## src/rtl/mbus_pkg.sv

```systemverilog
package mbus_pkg;
  typedef enum logic [2:0] {
    PH_IDLE = 3'd0,
    PH_T1   = 3'd1,
    PH_T2   = 3'd2,
    PH_T3   = 3'd3,
    PH_TW   = 3'd4,
    PH_T4   = 3'd5
  } phase_e;

  typedef struct packed {
    logic loadReq;
    logic capData;
    logic addrPhase;
    logic statusPhase;
    logic readStrobe;
    logic dataDrive;
    logic done;
  } ctl_s;
endpackage

```

## src/rtl/mbus_ctrl.sv

```systemverilog
module mbus_ctrl
  import mbus_pkg::*;
(
  input  logic   clk,
  input  logic   rstN,
  input  logic   reqValid,
  input  logic   reqWrite,
  input  logic   readyIn,
  output logic   reqReady,
  output ctl_s   ctl
);
  phase_e phase, phaseNext;
  logic   curWrite;

  assign reqReady = (phase == PH_IDLE) || (phase == PH_T4);

  always_comb begin
    phaseNext = phase;
    unique case (phase)
      PH_IDLE: phaseNext = reqValid ? PH_T1 : PH_IDLE;
      PH_T1:   phaseNext = PH_T2;
      PH_T2:   phaseNext = PH_T3;
      PH_T3,
      PH_TW:   phaseNext = readyIn ? PH_T4 : PH_TW;
      PH_T4:   phaseNext = reqValid ? PH_T1 : PH_IDLE;
      default: phaseNext = PH_IDLE;
    endcase
  end

  always_ff @(posedge clk or negedge rstN) begin
    if (!rstN) begin
      phase    <= PH_IDLE;
      curWrite <= 1'b0;
    end else begin
      phase <= phaseNext;
      if (reqReady && reqValid) curWrite <= reqWrite;
    end
  end

  logic midCycle;
  assign midCycle = (phase == PH_T2) || (phase == PH_T3) || (phase == PH_TW);

  always_comb begin
    ctl             = '0;
    ctl.loadReq     = reqReady && reqValid;
    ctl.capData     = ((phase == PH_T3) || (phase == PH_TW)) && readyIn && !curWrite;
    ctl.addrPhase   = (phase == PH_T1);
    ctl.statusPhase = midCycle || (phase == PH_T4);
    ctl.readStrobe  = midCycle && !curWrite;
    ctl.dataDrive   = curWrite && (midCycle || (phase == PH_T4));
    ctl.done        = (phase == PH_T4);
  end

  // fixed phase order after T1 and T2
  a_r1_t1_to_t2: assert property (@(posedge clk) disable iff (!rstN)
    (phase == PH_T1) |=> (phase == PH_T2));
  a_r1_t2_to_t3: assert property (@(posedge clk) disable iff (!rstN)
    (phase == PH_T2) |=> (phase == PH_T3));
  // READY low at end of T3/Tw inserts a wait phase
  a_r7_wait_insert: assert property (@(posedge clk) disable iff (!rstN)
    (((phase == PH_T3) || (phase == PH_TW)) && !readyIn) |=> (phase == PH_TW));
  // done is a single-cycle pulse
  a_r8_done_single: assert property (@(posedge clk) disable iff (!rstN)
    ctl.done |=> !ctl.done);
endmodule

```

## src/rtl/mbus_dp.sv

```systemverilog
module mbus_dp
  import mbus_pkg::*;
#(
  parameter int DataW = 8,
  parameter int MidW  = 8,
  parameter int TopW  = 4,
  parameter int SegW  = 2,
  localparam int AddrW = DataW + MidW + TopW,
  localparam int PadW  = TopW - SegW - 1
) (
  input  logic             clk,
  input  logic             rstN,
  input  ctl_s             ctl,
  input  logic             reqIo,
  input  logic [AddrW-1:0] reqAddr,
  input  logic [DataW-1:0] reqWdata,
  input  logic [SegW-1:0]  reqSeg,
  input  logic             intEn,
  input  logic             holdAck,
  input  logic             intAck,
  input  logic [DataW-1:0] adIn,
  output logic [DataW-1:0] adOut,
  output logic             adOe,
  output logic [MidW-1:0]  aMidOut,
  output logic             aMidOe,
  output logic [TopW-1:0]  aTopOut,
  output logic             aTopOe,
  output logic             aleOut,
  output logic             rdN,
  output logic             rdOe,
  output logic [DataW-1:0] rspData,
  output logic             rspDone
);
  logic [AddrW-1:0] addrQ;
  logic [DataW-1:0] wdQ;
  logic [SegW-1:0]  segQ;
  logic             ioQ;
  logic             ieQ;
  logic [DataW-1:0] rdQ;

  always_ff @(posedge clk or negedge rstN) begin
    if (!rstN) begin
      addrQ <= '0;
      wdQ   <= '0;
      segQ  <= '0;
      ioQ   <= 1'b0;
      ieQ   <= 1'b0;
      rdQ   <= '0;
    end else begin
      ieQ <= intEn;
      if (ctl.loadReq) begin
        addrQ <= reqAddr;
        wdQ   <= reqWdata;
        segQ  <= reqSeg;
        ioQ   <= reqIo;
      end
      if (ctl.capData) rdQ <= adIn;
    end
  end

  logic [TopW-1:0] statusWord;
  generate
    if (PadW > 0) begin : g_pad
      assign statusWord = {{PadW{1'b0}}, ieQ, segQ};
    end else begin : g_nopad
      assign statusWord = {ieQ, segQ};
    end
  endgenerate

  logic [TopW-1:0] topAddr;
  assign topAddr = ioQ ? '0 : addrQ[AddrW-1 -: TopW];

  logic cycleOn;
  assign cycleOn = ctl.addrPhase || ctl.statusPhase;

  assign adOut   = ctl.addrPhase ? addrQ[DataW-1:0] : wdQ;
  assign adOe    = (ctl.addrPhase || ctl.dataDrive) && !holdAck && !intAck;
  assign aMidOut = addrQ[DataW +: MidW];
  assign aMidOe  = cycleOn && !holdAck && !intAck;
  assign aTopOut = ctl.addrPhase ? topAddr : statusWord;
  assign aTopOe  = cycleOn && !holdAck;
  assign aleOut  = ctl.addrPhase;
  assign rdN     = !ctl.readStrobe;
  assign rdOe    = !holdAck;
  assign rspData = rdQ;
  assign rspDone = ctl.done;

  // latch enable never lasts two cycles
  a_r9_ale_pulse: assert property (@(posedge clk) disable iff (!rstN)
    aleOut |=> !aleOut);
  // read data changes only at a capture edge
  a_r8_data_hold: assert property (@(posedge clk) disable iff (!rstN)
    (!ctl.capData) |=> $stable(rspData));
endmodule

```

## src/rtl/mbus_cycle_seq.sv

```systemverilog
module mbus_cycle_seq
  import mbus_pkg::*;
#(
  parameter int DataW = 8,
  parameter int MidW  = 8,
  parameter int TopW  = 4,
  parameter int SegW  = 2,
  localparam int AddrW = DataW + MidW + TopW
) (
  input  logic             clk,
  input  logic             rstN,
  input  logic             reqValid,
  input  logic             reqWrite,
  input  logic             reqIo,
  input  logic [AddrW-1:0] reqAddr,
  input  logic [DataW-1:0] reqWdata,
  input  logic [SegW-1:0]  reqSeg,
  input  logic             intEn,
  input  logic             readyIn,
  input  logic             holdAck,
  input  logic             intAck,
  input  logic [DataW-1:0] adIn,
  output logic             reqReady,
  output logic [DataW-1:0] adOut,
  output logic             adOe,
  output logic [MidW-1:0]  aMidOut,
  output logic             aMidOe,
  output logic [TopW-1:0]  aTopOut,
  output logic             aTopOe,
  output logic             aleOut,
  output logic             rdN,
  output logic             rdOe,
  output logic [DataW-1:0] rspData,
  output logic             rspDone
);
  ctl_s ctl;

  mbus_ctrl u_ctrl (
    .clk      (clk),
    .rstN     (rstN),
    .reqValid (reqValid),
    .reqWrite (reqWrite),
    .readyIn  (readyIn),
    .reqReady (reqReady),
    .ctl      (ctl)
  );

  mbus_dp #(
    .DataW (DataW),
    .MidW  (MidW),
    .TopW  (TopW),
    .SegW  (SegW)
  ) u_dp (
    .clk      (clk),
    .rstN     (rstN),
    .ctl      (ctl),
    .reqIo    (reqIo),
    .reqAddr  (reqAddr),
    .reqWdata (reqWdata),
    .reqSeg   (reqSeg),
    .intEn    (intEn),
    .holdAck  (holdAck),
    .intAck   (intAck),
    .adIn     (adIn),
    .adOut    (adOut),
    .adOe     (adOe),
    .aMidOut  (aMidOut),
    .aMidOe   (aMidOe),
    .aTopOut  (aTopOut),
    .aTopOe   (aTopOe),
    .aleOut   (aleOut),
    .rdN      (rdN),
    .rdOe     (rdOe),
    .rspData  (rspData),
    .rspDone  (rspDone)
  );

  // the read strobe never overlaps a driven low byte
  a_r6_rd_float: assert property (@(posedge clk) disable iff (!rstN)
    (!rdN) |-> (!adOe));
endmodule

```

## config.mk

```make
export PLATFORM = sky130hd
export DESIGN_NAME = mbus_cycle_seq
export DESIGN_NICKNAME = d
export VERILOG_FILES = /design/src/rtl/mbus_pkg.sv /design/src/rtl/mbus_ctrl.sv /design/src/rtl/mbus_dp.sv /design/src/rtl/mbus_cycle_seq.sv
export SDC_FILE = /design/constraint.sdc
export NUM_CORES = 1
export LEC_CHECK = 0
export CAP_MARGIN = 10
export CELL_PAD_IN_SITES_DETAIL_PLACEMENT = 2
export CELL_PAD_IN_SITES_GLOBAL_PLACEMENT = 2
export CORE_MARGIN = 2
export CORE_UTILIZATION = 39
export CTS_BUF_LIST = sky130_fd_sc_hd__clkbuf_16
export CTS_CLUSTER_DIAMETER = 120
export CTS_CLUSTER_SIZE = 10
export DETAILED_ROUTE_END_ITERATION = 10
export DONT_BUFFER_PORTS = 1
export PLACE_DENSITY_LB_ADDON = 0.1
export SYNTH_ARGS = -nofsm -noshare
export SYNTH_HDL_FRONTEND = slang
export SYNTH_SLANG_ARGS = --single-unit
```

## constraint.sdc

```tcl
create_clock -name clk -period 1.87 [get_ports clk]
set_input_delay 0.187 -clock clk [delete_from_list [all_inputs] [get_ports clk]]
set_output_delay 0.187 -clock clk [all_outputs]
set_load 0.02 [all_outputs]
```

==> impl_metrics.json <==
{
  "status": "complete, but fails checks",
  "violations": "negative setup slack",
  "netlist_instances": 182,
  "route.vias.total": 1446,
  "path_max_fanout": 16,
  "finalCriticalPeriod_ns": 1.87,
  "layout-drive-gt1-share_pct": 25.7,
  "power_frac_clock_pct": 15.8,
  "tightestPinTransition_ns": 0.432,
  "cts_buffers": 5,
  "routed_wl_um": 5670,
  "placeableCoreArea_sq_um": 5470,
  "dp_hpwl_um": 3940,
  "htreeDepth": 2,
  "firstDrtPassIters": 3,
  "num_rows": 27,
  "maxCapViolCount": 0,
  "p_sw_mw": 2.15,
  "p_seq_share_pct": 38.5,
  "cts_buffer_depth": 2,
  "async_flop_share_pct": 100,
  "drt_iter0_markers": 41,
  "ys_types": 28,
  "leakage_nw": 1.10,
  "synth_common_cells": "dfrtp_1, mux2_1, inv_1",
  "start_kind": "register",
  "hold_viol": 0,
  "grt_usage_pct": 18.5,
  "crit_buf_inv": 1,
  "ys_top_cells_by_area": "dfrtp_1, mux2_1, mux2_2, a221oi_1, o32ai_1",
  "top_layer": "met4",
  "avgSynthCellArea_sq_um": 12.1,
  "final_area_sq_um": 2580,
  "ys_warn_count": 0,
  "n_fill_cell": 552,
  "synth.top_cell.area_share_pct": 50.1,
  "slowest_stage": "or3b_4",
  "fin_skew_ns": 0.00320,
  "io_pins": 83,
  "ys_seq_area_share_pct": 50.1,
  "via_per_inst": 5.50,
  "diodes": 0,
  "setup-violations-final": 1,
  "synthFlopType": "dfrtp_1",
  "synth_most_common_cell": "dfrtp_1",
  "ant_nets": 0,
  "wl_per_cell_um": 21.6,
  "combPwrFrac_pct": 45.7,
  "antenna_found_initial": 0,
  "internal_power_mw": 3.05,
  "max_stage_delay_ns": 0.45,
  "required_ns": 1.68,
  "fin_crit_sh_pct": 100,
  "syn_to_final_growth_pct": 17.5,
  "instances_no_fill": 263,
  "ir_worst_vdd_uv": 785,
  "fin_nets": 240,
  "wl_met1_um": 2190,
  "routabilityCongestion": 0.718,
  "critPathArrivalTime_ns": 1.68,
  "dpl_cell_area_sq_um": 2310,
  "grt_max_degree": 45,
  "switching_share_pct": 41.3,
  "setup_slack_ns": -0.00132,
  "dp.cells": 248,
  "power_density_nw_per_um2": 2020,
  "cts_sinks": 44,
  "clk_pin_slew_ns": 0.06,
  "cts_tree": "built",
  "slew_violations": 0,
  "cts_root_buffer": "clkbuf_16",
  "synth_top_area_cell": "dfrtp_1",
  "wl_met3_um": 502,
  "max_freq_ghz": 0.534,
  "path_class": "reg -> out",
  "syn_area_sq_um": 2200,
  "initial_utilization_pct": 40.2,
  "overflow": 0,
  "die_h_um": 79.1,
  "hp-class": "in -> reg",
  "die_area_sq_um": 6250,
  "relSlewSlack_pct": 71.2,
  "endpoint_kind": "output port",
  "wl_met2_um": 2920,
  "die_x_um": 79.1,
  "ys_ff_latch": 44,
  "grt_pass1_wl_um": 8760,
  "port_buffers": 0,
  "clock_latency_ns": 0.28,
  "drc": 0,
  "crit_family": "simple AND/OR/NAND/NOR gates",
  "grt_setup_unrepaired": "true",
  "critical_path.cell_chain": "or3b_4 > buf_12 > mux2_2",
  "synth_edf_count": 0,
  "synth_fp_nets": 231,
  "grt_pass1_vias": 1650,
  "dp_slack_ns": 0.111
}
-- registers in the layout, indices dropped and copies added (netlist names) --
signal and count:
u_dp.segQ 2, u_dp.wdQ 8, u_dp.addrQ 20, u_dp.ioQ 1, u_ctrl.curWrite 1, u_ctrl.phase 3, u_dp.rspData 8, u_dp.ieQ 1
-- kinds of logic (layout without fill, tap and decap cells) --
| family | after synthesis | count (layout) | synth area share (%) |
|---|---|---|---|
| compound gates | 28 | 28 | 9.85 |
| xor+xnor | 1 | 1 | 0.398 |
| fa+ha+maj | 2 | 2 | 1.14 |
| buf+inv | 34 | 43 | 8.76 |
| flops | 44 | 44 | 50.1 |
| mux | 41 | 41 | 21.0 |
| simple gates | 32 | 32 | 8.77 |
-- worst reg2reg max path, stage by stage (launching register included) --
cell,delay [ns]
dfrtp_2,0.44
buf_4,0.15
nor2b_1,0.35
nor4b_4,0.09
buf_4,0.17
clkbuf_16,0.18
mux2_1,0.32
-- layer usage --
layer / vias up / GRT usage [%]
met5: - / 0
met4: 0 / 4.66
met3: 5 / 7.16
met2: 60 / 32.1
met1: 726 / 21.5
li1: 655 / -
-- final cells by class --
type	instances	area, sq um	share of cell area [%]
Timing Repair Buffer	24	260	10.1
Multi-Input combinational cell	104	947	36.7
Inverter	12	45.0	1.74
Clock inverter	2	12.5	0.484
Clock buffer	5	125	4.84
Sequential cell	44	1100	42.7
Tap cell	72	90.1	3.49
-- stage by stage --
step                hold WS [ns]  power (mW)  utilization (%)  setup TNS [ns]
floorplan                 -0.109        3.68                -          -0.552
global placement          -0.108        4.01             42.2               0
detailed placement        -0.107        4.20             42.2               0
CTS                       0.0333        5.17             46.3         -0.0460
global route              0.0267        5.56             47.2          -0.693
finish                    0.0398        5.20             47.2        -0.00132
-- cells in the final DEF, fill, tap and decap left out, types with 6 or more instances in the layout --
master and instances:
inv_1 12, nand2b_1 6, nor3_1 9, mux2_2 11, clkbuf_16 6, mux2_1 30
a221oi_1 8, o32ai_1 8, nand2_1 6, dfrtp_1 43, buf_4 17
-- power groups by stage --
stage               combinational, mW  clock [mW]  sequential, mW
detailed placement               2.19           0            2.01
floorplan                        1.95           0            1.73
CTS                              2.31       0.855            2.00
global placement                 2.05           0            1.96
finish                           2.38       0.821            2.00
global route                     2.57       0.906            2.08
-- repair_timing --
action                                  4_1_cts  5_1_grt
endpoints found under the setup margin       15       46
pin swaps                                     3        2
endpoints found under the hold margin        45        0
buffers inserted                              2        2
hold buffers                                  3        0
cloned                                        0        1
resized for setup                             8        1
-- final timing paths --
kind                       slack [ns]               to  cells after the start            start
setup / recovery               -0.001         adOut[7]                      3  u_ctrl.phase[2]
min in group asynchronous        0.43   u_dp.addrQ[11]                      2             rstN
hold / removal                   0.04      u_dp.wdQ[2]                      1      reqWdata[2]
setup reg to reg                 0.04   u_dp.addrQ[12]                      6  u_ctrl.phase[2]
max in group asynchronous        1.22  u_ctrl.phase[2]                      2             rstN
hold reg to reg                  0.49    u_dp.addrQ[0]                      1    u_dp.addrQ[0]
Note: power is estimated with default switching activity, not from simulation.
